File: src/rtl/stat_pkg.sv
package stat_pkg;
    localparam int SREG_W = 8;
    localparam int SEL_W  = $clog2(SREG_W);
    localparam int IO_AW  = 6;
    localparam logic [IO_AW-1:0] SREG_IO_ADDR = 6'h3F;

    localparam int BIT_C = 0;
    localparam int BIT_Z = 1;
    localparam int BIT_N = 2;
    localparam int BIT_V = 3;
    localparam int BIT_S = 4;
    localparam int BIT_H = 5;
    localparam int BIT_T = 6;
    localparam int BIT_I = 7;

    typedef struct packed {
        logic i;
        logic t;
        logic h;
        logic s;
        logic v;
        logic n;
        logic z;
        logic c;
    } sreg_t;
endpackage

File: src/rtl/stat_bitops.sv
module stat_bitops
    import stat_pkg::*;
#(
    parameter int W = SREG_W,
    localparam int SW = $clog2(W)
) (
    input  logic          t_bit,
    input  logic [W-1:0]  bst_src,
    input  logic [SW-1:0] bit_sel,
    input  logic [W-1:0]  bld_in,
    output logic          bst_bit,
    output logic [W-1:0]  bld_out
);
    assign bst_bit = bst_src[bit_sel];

    for (genvar g = 0; g < W; g++) begin : g_ins
        assign bld_out[g] = (bit_sel == SW'(g)) ? t_bit : bld_in[g];
    end
endmodule

File: src/rtl/stat_ie_next.sv
module stat_ie_next (
    input  logic cur_i,
    input  logic ack,
    input  logic io_wr,
    input  logic io_val,
    input  logic sei,
    input  logic cli,
    input  logic reti,
    output logic nxt_i
);
    // lowest priority first; later assignments win
    always_comb begin
        nxt_i = cur_i;
        if (sei || reti) nxt_i = 1'b1;
        if (cli)         nxt_i = 1'b0;
        if (io_wr)       nxt_i = io_val;
        if (ack)         nxt_i = 1'b0;
    end
endmodule

File: src/rtl/stat_irq_gate.sv
module stat_irq_gate #(
    parameter int NUM_IRQ = 4
) (
    input  logic               global_en,
    input  logic [NUM_IRQ-1:0] src,
    input  logic [NUM_IRQ-1:0] en,
    output logic               req
);
    logic [NUM_IRQ-1:0] live;
    assign live = src & en;
    assign req  = global_en & (|live);
endmodule

File: src/rtl/cpu_status_reg.sv
module cpu_status_reg
    import stat_pkg::*;
#(
    parameter int NUM_IRQ = 4
) (
    input  logic               clk,
    input  logic               rst_n,
    input  logic               alu_c,
    input  logic               alu_c_we,
    input  logic               alu_z,
    input  logic               alu_z_we,
    input  logic               alu_n,
    input  logic               alu_n_we,
    input  logic               alu_v,
    input  logic               alu_v_we,
    input  logic               alu_h,
    input  logic               alu_h_we,
    input  logic               sei_stb,
    input  logic               cli_stb,
    input  logic               reti_stb,
    input  logic               irq_ack,
    input  logic               bst_en,
    input  logic [SREG_W-1:0]  bst_src,
    input  logic [SEL_W-1:0]   bit_sel,
    input  logic [SREG_W-1:0]  bld_in,
    output logic [SREG_W-1:0]  bld_out,
    input  logic [IO_AW-1:0]   io_addr,
    input  logic               io_we,
    input  logic [SREG_W-1:0]  io_wdata,
    output logic [SREG_W-1:0]  io_rdata,
    input  logic [NUM_IRQ-1:0] irq_src,
    input  logic [NUM_IRQ-1:0] irq_en,
    output logic               irq_req,
    output logic [SREG_W-1:0]  sreg
);
    sreg_t state_d, state_q;
    logic  io_sel, io_wr_hit, bst_bit, i_d;
    sreg_t io_word;

    assign io_sel    = (io_addr == SREG_IO_ADDR);
    assign io_wr_hit = io_sel && io_we;
    assign io_word   = sreg_t'(io_wdata);

    stat_bitops #(.W(SREG_W)) u_bitops (
        .t_bit   (state_q.t),
        .bst_src (bst_src),
        .bit_sel (bit_sel),
        .bld_in  (bld_in),
        .bst_bit (bst_bit),
        .bld_out (bld_out)
    );

    stat_ie_next u_ie (
        .cur_i  (state_q.i),
        .ack    (irq_ack),
        .io_wr  (io_wr_hit),
        .io_val (io_word.i),
        .sei    (sei_stb),
        .cli    (cli_stb),
        .reti   (reti_stb),
        .nxt_i  (i_d)
    );

    stat_irq_gate #(.NUM_IRQ(NUM_IRQ)) u_gate (
        .global_en (state_q.i),
        .src       (irq_src),
        .en        (irq_en),
        .req       (irq_req)
    );

    always_comb begin
        state_d = state_q;
        if (alu_c_we) state_d.c = alu_c;
        if (alu_z_we) state_d.z = alu_z;
        if (alu_n_we) state_d.n = alu_n;
        if (alu_v_we) state_d.v = alu_v;
        if (alu_h_we) state_d.h = alu_h;
        if (bst_en)   state_d.t = bst_bit;
        if (io_wr_hit) state_d = io_word;
        state_d.i = i_d;
        state_d.s = state_d.n ^ state_d.v;
    end

    always_ff @(posedge clk or negedge rst_n) begin
        if (!rst_n) state_q <= '0;
        else        state_q <= state_d;
    end

    assign sreg     = state_q;
    assign io_rdata = io_sel ? state_q : '0;

    AST_SIGN_FOLLOWS: assert property (@(posedge clk) disable iff (!rst_n)
        sreg[BIT_S] == (sreg[BIT_N] ^ sreg[BIT_V]));
    AST_ACK_CLEARS_IE: assert property (@(posedge clk) disable iff (!rst_n)
        irq_ack |=> !sreg[BIT_I]);
    AST_RETI_SETS_IE: assert property (@(posedge clk) disable iff (!rst_n)
        (reti_stb && !irq_ack && !cli_stb && !io_wr_hit) |=> sreg[BIT_I]);
    AST_GATE_CLOSED: assert property (@(posedge clk) disable iff (!rst_n)
        !sreg[BIT_I] |-> !irq_req);
    AST_BST_LOADS_T: assert property (@(posedge clk) disable iff (!rst_n)
        (bst_en && !io_wr_hit) |=> sreg[BIT_T] == $past(bst_src[bit_sel]));
    AST_IO_WINS: assert property (@(posedge clk) disable iff (!rst_n)
        (io_wr_hit && !irq_ack) |=> sreg[7:5] == $past(io_wdata[7:5]) && sreg[3:0] == $past(io_wdata[3:0]));
endmodule

File: config.mk
export PLATFORM = sky130hd
export DESIGN_NAME = cpu_status_reg
export DESIGN_NICKNAME = d
export VERILOG_FILES = /design/src/rtl/stat_pkg.sv /design/src/rtl/stat_bitops.sv /design/src/rtl/stat_ie_next.sv /design/src/rtl/stat_irq_gate.sv /design/src/rtl/cpu_status_reg.sv
export SDC_FILE = /design/constraint.sdc
export NUM_CORES = 1
export LEC_CHECK = 0
export BUFFER_PORTS_ARGS = -buffer_cell sky130_fd_sc_hd__buf_2
export CAP_MARGIN = 20
export CELL_PAD_IN_SITES_DETAIL_PLACEMENT = 0
export CELL_PAD_IN_SITES_GLOBAL_PLACEMENT = 2
export CORE_UTILIZATION = 16
export CTS_CLUSTER_SIZE = 40
export DETAILED_ROUTE_END_ITERATION = 10
export PLACE_DENSITY_LB_ADDON = 0.1
export SLEW_MARGIN = 20
export SYNTH_ARGS = -nofsm -noshare
export SYNTH_HDL_FRONTEND = slang
export SYNTH_SLANG_ARGS = --single-unit
File: constraint.sdc
create_clock -name clk -period 2.6 [get_ports clk]
set_clock_uncertainty 0.15 [all_clocks]
set_input_delay 0.26 -clock clk [delete_from_list [all_inputs] [get_ports clk]]
set_output_delay 0.26 -clock clk [all_outputs]
set_load 0.005 [all_outputs]
# Yosys cells after proc, flatten, opt, wreduce, memory -nomap -nowiden
# Index checks and enable logic that the tools add are counted.
# op_classes
bitwise_logic	3
n_eq_ne	8
n_reduce_logical	9
magnitude_cmp	1
muxes	22
# ops
op	count
1-bit two-way mux	19
3-bit == test, second input constant	4
8-bit two-way mux	1
2-bit nonzero test	4
7-bit two-way mux	1
3-bit by 2-bit == test with 1-bit output, second input constant	2
6-bit == test, second input constant	1
4-bit bitwise AND	1
3-bit by 4-bit < comparator with 1-bit output, second input constant	1
4-bit nonzero test	1
4-bit OR reduction	1
1-bit binary-select mux with 3-bit select	1
3-bit by 1-bit == test with 1-bit output, second input constant	1
3-bit logical NOT	1
1-bit bitwise AND	1
1-bit logical AND	1
1-bit logical OR	1
1-bit bitwise XOR	1
# word_totals
output_inout_bits	25
register_bits	8
word_cells	51

# Longest topological paths before layout
# Gate-level depths: netlist (run 1).
# logic_depth
word_depth	5
ltp_mapped	6
ltp_nobuf	4

# Cells and area by module
# Synthesis (run 1) repeated with hierarchy kept, for this count alone.
# hier_totals
cells_unflattened	72
area_unflattened_um2	752.0
# modules_own_cells
module	cells_per_inst	instances	area_each_um2
cpu_status_reg	36	1	451.7
stat_bitops	29	1	249.0
stat_ie_next	4	1	28.8
stat_irq_gate	3	1	22.5

# Worst setup path before layout (run 1)
# OpenSTA, ideal clock, no wires.
# synth_timing
path_kind	input to output
from	input bit_sel[0]
to	output bld_out[1]
t_arrival_ns	1.020
required_time_ns	2.190
setup_slack_ns	1.170
path_buffers	1
stages	4
cell_sequence	buf_6 nor2b_1 nor2b_1 mux2_2
# synth_between
elab_chain_cells	2
# synth_rtl
element	line	source
start, declared	cpu_status_reg.sv:24	input logic [SEL_W-1:0] bit_sel,
3-bit by 1-bit == test with 1-bit output	stat_bitops.sv:17	assign bld_out[g] = (bit_sel == SW'(g)) ? t_bit : bld_in[g];
1-bit two-way mux	stat_bitops.sv:17	
end, declared	cpu_status_reg.sv:26	output logic [SREG_W-1:0] bld_out,
# Every way passes these cells.

# Worst setup path after layout (run 1)
# Ends and elaborated chain as after synthesis.

==> results of run 1 <==
==> metrics by stage <==
stage	hold slack, ps	setup slack [ps]
final	31.6	930
after global routing	27.0	840
after CTS	25.7	909
after detailed placement	-31.3	909
after global placement	-31.2	922
after floorplan	-186	1170
==> worst max-delay path, delay by kind of cell <==
family                 cells  cell delay, ps
AND/OR/NAND/NOR            2             380
multiplexers               1             330
buffers and inverters      2             290
==> cells by family (layout without fill, tap and decap cells) <==
family	count (synthesis)	in the layout	synth area share, %
AND/OR/NAND/NOR	37	37	25.4
multiplexers	16	16	25.6
AO/OA/AOI/OAI	12	12	11.0
flip-flops	8	8	28.0
buffers and inverters	8	88	7.53
XOR/XNOR	2	2	2.45
==> timing repair <==
item,in CTS,in global routing
setup buffers,0,0
setup endpoints to repair,0,0
hold buffers,1,0
endpoints found under the hold margin,8,0
gates resized for setup,0,0
==> power by group <==
part	internal, µW	leakage (µW)	switching [µW]	total (µW)
Combinational	80.1	0.000535	53.0	133
Clock	100	0.0000216	48.0	148
Sequential	140	0.0000951	12.9	153
Total	320	0.000652	114	434
==> synthesized netlist by cell type <==
| cell type | n | share of area [%] |
|---|---|---|
| nand3_1 | 2 | 1.4 |
| or3_1 | 1 | 0.88 |
| and2_1 | 8 | 7.0 |
| nand4_1 | 1 | 0.88 |
| mux2i_1 | 7 | 9.8 |
| a21oi_1 | 6 | 4.2 |
| nand2_1 | 8 | 4.2 |
| buf_2 | 1 | 0.70 |
| mux2_2 | 8 | 13 |
| o2111ai_2 | 1 | 2.1 |
| clkbuf_1 | 1 | 0.52 |
| inv_1 | 2 | 1.1 |
| a31oi_1 | 1 | 0.88 |
| nor3_1 | 3 | 2.1 |
| nor2b_1 | 2 | 1.8 |
| xor2_1 | 1 | 1.2 |
| mux4_2 | 1 | 3.2 |
| nor2_1 | 10 | 5.3 |
| o21ai_1 | 1 | 0.70 |
| buf_6 | 2 | 3.2 |
| a21boi_0 | 1 | 1.1 |
| dfrtp_1 | 8 | 28 |
| xnor2_1 | 1 | 1.2 |
| nand3b_1 | 1 | 1.1 |
| nand2b_1 | 1 | 0.88 |
| a22oi_1 | 2 | 2.1 |
| buf_4 | 2 | 2.1 |
==> layer usage <==
| metal | routed length [µm] | GRT usage, % | share of wire [%] |
|---|---|---|---|
| met1 | 894 | 9.79 | 40 |
| met4 | 23 | 2.30 | 1.0 |
| met2 | 1070 | 16.5 | 48 |
| met3 | 238 | 3.45 | 11 |
| met5 | 0 | 0 | 0 |
==> layout by cell type, fill, tap and decap left out <==
master          n
buf_2          82
mux2_2          8
a21oi_1         6
nor3_1          3
nand3b_1        1
a31oi_1         1
xnor2_1         1
nor2_1         10
o21ai_1         1
nand3_1         2
nand2b_1        1
a22oi_1         2
nor2b_1         2
mux2i_1         7
xor2_1          1
mux4_2          1
or3_1           1
dlygate4sd3_1   1
inv_1           2
nand2_1         8
and2_1          8
dfrtp_1         8
o2111ai_2       1
clkbuf_8        3
nand4_1         1
a21boi_0        1
==> layout make-up <==
class / count / area (µm²) / area share [%]
repair buffers: 83 / 420 / 35.3
multi-input cells: 67 / 460 / 38.6
clock buffers: 3 / 41.3 / 3.46
flip-flops and latches: 8 / 200 / 16.8
well taps: 50 / 62.6 / 5.25
inverters: 2 / 7.51 / 0.630
==> path summary, 6_finish.rpt <==
kind                                     start                  end  slack (ps)
setup / recovery                    bit_sel[0]           bld_out[1]         930
hold / removal                         irq_ack  sreg[7]$_DFFE_PN0P_          30
setup reg to reg             sreg[2]$_DFF_PN0_    sreg[4]$_DFF_PN0_        1460
hold reg to reg            sreg[1]$_DFFE_PN0P_  sreg[1]$_DFFE_PN0P_         440
max in group asynchronous                rst_n  sreg[7]$_DFFE_PN0P_        1870
min in group asynchronous                rst_n  sreg[6]$_DFFE_PN0P_         260
==> impl_metrics.csv, run 1 <==
group,metric,value,unit
outcome,status,"finished, final reports clean",
clock_network,cts_buffers,3,
drt,dr.pass1.iters,4,
global_route,grt_max_degree,16,
finish,drive_gt1_share,58.3,%
sta,timing.fmax,0.599,GHz
drt,drt_wl_total,2220,µm
worst_setup_path,crit_required,2190,ps
drt,via_per_inst,4.09,
drt,drt-wirelength-per-cell,10.4,µm
global_route,grt_overflow,0,
sta,setup-violations-final,0,
floorplan,die_height,68.8,µm
floorplan,initial_core_util,17.2,%
worst_setup_path,crit_fanout,8,
drt,via_count,872,
drt,drc_errors,0,
placement,hpwlAfterDp,1900,µm
worst_setup_path,path_class,"primary input to primary output",
floorplan,die_x,68.8,µm
finish,largest_reg_flops,8,
worst_setup_path,max_stage_delay,330,ps
finish,nets,224,
clock_network,clkTransAtPathRegs,40,ps
sta,slew_violations,0,
drt,ant_nets,0,
floorplan,io_pins,84,
finish,instances_no_fill,213,
placement,place_inst,209,
power,total_power,434,µW
clock_network,htree_levels,1,
placement,place.gp.congestion,0.619,
worst_setup_path,worstPathArrival,1260,ps
finish,diodes,0,
power,leakagePower,0.000652,µW
placement,placedInstanceArea,1140,µm²
worst_setup_path,setup.worst_path.start_class,"primary input",
sta,rsz0062_at_grt,"no",
synth,synth_cell_types,27,
synth,synth.net_count,142,
finish,final_area,1190,µm²
floorplan,num_rows,23,
global_route,grt_pass1_wl,3130,µm
clock_network,cts_root_buffer,"clkbuf_8",
sta,tightest_slew,489,ps
global_route,antenna_found_initial,0,
drt,dr.first_iter.drc_count,26,
finish,utilization,28.8,%
sta,hold_viol_final,0,
synth,syn_area_per_cell,8.61,µm²
floorplan,core_area,4140,µm²
floorplan,die-area,4740,µm²
clock_network,cts_tree,"done",
finish,n_fill_cell,466,
flow_run,drv_cap,0,
global_route,grt_util_all_layers,9.08,%
worst_setup_path,crit_slowest_cell,"mux2_2",
placement,io_buffers,82,
worst_setup_path,endpoint_kind,"primary output",
sta,tns,0,ps
synth,synthCells,83,
sta,fin_crit,1670,ps
power,power_density,364,nW/µm²
finish,synthToLayoutAreaGrowth,66.9,%
sta,fin_crit_sh,64.2,%
worst_setup_path,crit_chain,"buf_2 > nor2b_1 > nor2b_1 > mux2_2 > buf_2",
synth,synth_seq_cells,8,
synth,ys_seq_area_share,28.0,%
clock_network,cts_sinks,8,
hold_path,hold_class,"primary input to flip-flop",
power,max-vdd-ir-drop,151,µV
hold_path,whs_path_depth,2,
clock_network,clock_latency,230,ps
synth,synth_warnings,0,
sta,slew-limit-headroom,67.3,%
worst_setup_path,reg2reg_depth,4,
global_route,grt_pass1_vias,757,
clock_network,clk_path_buf_depth,2,
synth,syn_area,714,µm²
No activity file was read; power rests on OpenSTA's default activity.
==> run 2, diff against run 1 <==
--- a/config.mk
+++ b/config.mk
@@ -9,7 +9,7 @@
 export CAP_MARGIN = 20
 export CELL_PAD_IN_SITES_DETAIL_PLACEMENT = 0
 export CELL_PAD_IN_SITES_GLOBAL_PLACEMENT = 2
-export CORE_UTILIZATION = 16
+export CORE_UTILIZATION = 15
 export CTS_CLUSTER_SIZE = 40
 export DETAILED_ROUTE_END_ITERATION = 10
 export PLACE_DENSITY_LB_ADDON = 0.1
==> constraint.sdc (replaced) <==
create_clock -name clk -period 1.7 [get_ports clk]
set_clock_uncertainty 0.15 [all_clocks]
set_input_delay 0.17 -clock clk [delete_from_list [all_inputs] [get_ports clk]]
set_output_delay 0.17 -clock clk [all_outputs]
set_load 0.005 [all_outputs]
==> run 2 against run 1 <==
Against the previous run: the run now ends with DRC left; sequential share of layout area shrank 0.28 points; via count up 1.1%; clock-buffer cell count is the same; largest power group unchanged.
==> impl_metrics.csv, run 2 (synthesis results as in run 1) <==
group,metric,value,unit
global_route,use_met2,17.3,%
power,p_int,490,µW
sta,tns,0,ps
finish,nets,226,
global_route,antenna_found_initial,0,
worst_setup_path,endpoint_kind,"primary output",
finish,diodes,0,
drt,drt_wl_total,2210,µm
floorplan,die-area,5040,µm²
worst_setup_path,crit_chain,"mux2_2 > buf_2",
drt,via_per_inst,4.06,
global_route,gr-usage-met1,8.88,%
clock_network,cts_root_buffer,"clkbuf_8",
sta,fin_crit_sh,86.8,%
power,p_seq_share,35.6,%
clock_network,cts_tree,"done",
hold_path,whs_path_depth,3,
worst_setup_path,setup.worst_path.start_class,"flip-flop",
clock_network,clock_latency,220,ps
clock_network,cts_resized,0,
outcome,violations,"DRC",
floorplan,io_pins,84,
sta,setup-violations-final,0,
drt,dr.first_iter.drc_count,28,
power,max-vdd-ir-drop,190,µV
drt,drc_errors,6,
placement,io_buffers,82,
worst_setup_path,path_class,"flip-flop to primary output",
floorplan,core_area,4470,µm²
placement,hpwlAfterDp,1850,µm
clock_network,cts_buffers,3,
sta,fin_crit,1480,ps
finish,largest_reg_flops,8,
floorplan,initial_core_util,16.0,%
floorplan,die_x,71.0,µm
global_route,grt_util_all_layers,8.87,%
worst_setup_path,crit_start,"sreg[6]$_DFFE_PN0P_",
hold_path,hold_class,"primary input to flip-flop",
outcome,status,"complete, but fails checks",
clock_network,clk_path_buf_depth,2,
worst_setup_path,crit_slowest_cell,"dfrtp_1",
finish,multi_input_area,460,µm²
power,power_frac_clock,33.2,%
drt,via_count,882,
worst_setup_path,max_stage_delay,490,ps
power,switching_share,25.2,%
finish,final_cell_mix,"buf_2 (82), nor2_1 (10)",
sta,rsz0062_at_grt,"no",
global_route,top_usage_layer,"met2",
power,switchingPower,166,µW
global_route,grtUsageMet3,3.28,%
placement,place.gp.congestion,0.664,
clock_network,htree_levels,1,
global_route,grt_max_degree,16,
worst_setup_path,crit_required,1380,ps
hold_path,min_from,"io_wdata[0]",
worst_setup_path,crit_fanout,11,
finish,mostFrequentLayoutCell,"buf_2",
sta,tightest_slew,494,ps
finish,drive_gt1_share,58.2,%
global_route,grt_overflow,0,
floorplan,num_rows,24,
clock_network,cts_sinks,8,
worst_setup_path,r2r_start,"sreg[2]$_DFF_PN0_",
sta,timing.fmax,0.678,GHz
finish,synthToLayoutAreaGrowth,69.7,%
power,power_density,541,nW/µm²
drt,ant_nets,0,
finish,layout.area.seq,200,µm²
worst_setup_path,reg2reg_depth,4,
sta,hold_viol_final,0,
sta,slew_violations,0,
finish,n_fill_cell,497,
power,leakagePower,0.000662,µW
global_route,grt_pass1_wl,3580,µm
worst_setup_path,worstPathArrival,1160,ps
flow_run,drv_cap,0,
global_route,grt_pass1_vias,876,
clock_network,clkTransAtPathRegs,40,ps
drt,drt-wirelength-per-cell,10.2,µm
drt,dr.pass1.iters,10,
power,pwr-share-comb,31.2,%
clock_network,post_cts_buffers,0,
sta,slew-limit-headroom,67.1,%
sta,holdWs,55.1,ps
floorplan,die_height,71.0,µm
run 2: changes by cell type in the layout (fill, tap and decap cells not counted), sizes merged:
cell,before,now
dlygate4sd3,1,2
buf,82,83
run 2: path summary, 6_finish.rpt:
check	endpoint	slack, ps
max in group asynchronous	sreg[2]$_DFF_PN0_	1060
min in group asynchronous	sreg[5]$_DFFE_PN0P_	170
setup / recovery	bld_out[3]	220
hold / removal	sreg[0]$_DFFE_PN0P_	60
setup reg to reg	sreg[4]$_DFF_PN0_	540
hold reg to reg	sreg[0]$_DFFE_PN0P_	450
run 2: critical path, delay by kind of cell, from the launching register on:
| family | cells | cell delay, ps |
|---|---|---|
| DFF | 1 | 490 |
| muxes | 1 | 320 |
| buffers and inverters | 1 | 120 |
run 2: cell type report:
cell class                 instances  share of cell area, %
tap                               52                   5.37
clock buffer                       3                   3.41
multi-input combinational         67                   38.0
sequential                         8                   16.5
timing repair buffer              85                   36.1
inverter                           2                  0.619
run 2: power by group through the flow:
stage | Sequential (µW) | Clock, µW | Combinational [µW]
after global routing | 240 | 241 | 229
after detailed placement | 238 | 0 | 205
after CTS | 236 | 228 | 209
after global placement | 237 | 0 | 205
final | 234 | 217 | 205
after floorplan | 234 | 0 | 93.2
run 2: repair_timing:
item | in CTS | in global routing
hold endpoints to repair | 9 | 0
endpoints found under the setup margin | 0 | 0
hold buffers | 2 | 0
run 2: per-stage QoR:
stage | power [µW] | std cells | utilization [%] | cell area (µm²) | setup WS, ps
after global placement | 442 | 212 | 25.7 | 1150 | 198
final | 656 | 217 | 27.1 | 1210 | 225
after floorplan | 327 | 83 | - | 714 | 413
after CTS | 673 | 217 | 27.1 | 1210 | 186
after global routing | 711 | 217 | 27.1 | 1210 | 81.9
after detailed placement | 443 | 212 | 25.7 | 1150 | 221
run 2: metal layers:
layer | vias up | part of all wire (%)
met5 | - | 0
met4 | 0 | 1.0
met3 | 2 | 10
met2 | 52 | 49
met1 | 377 | 39
li1 | 451 | -
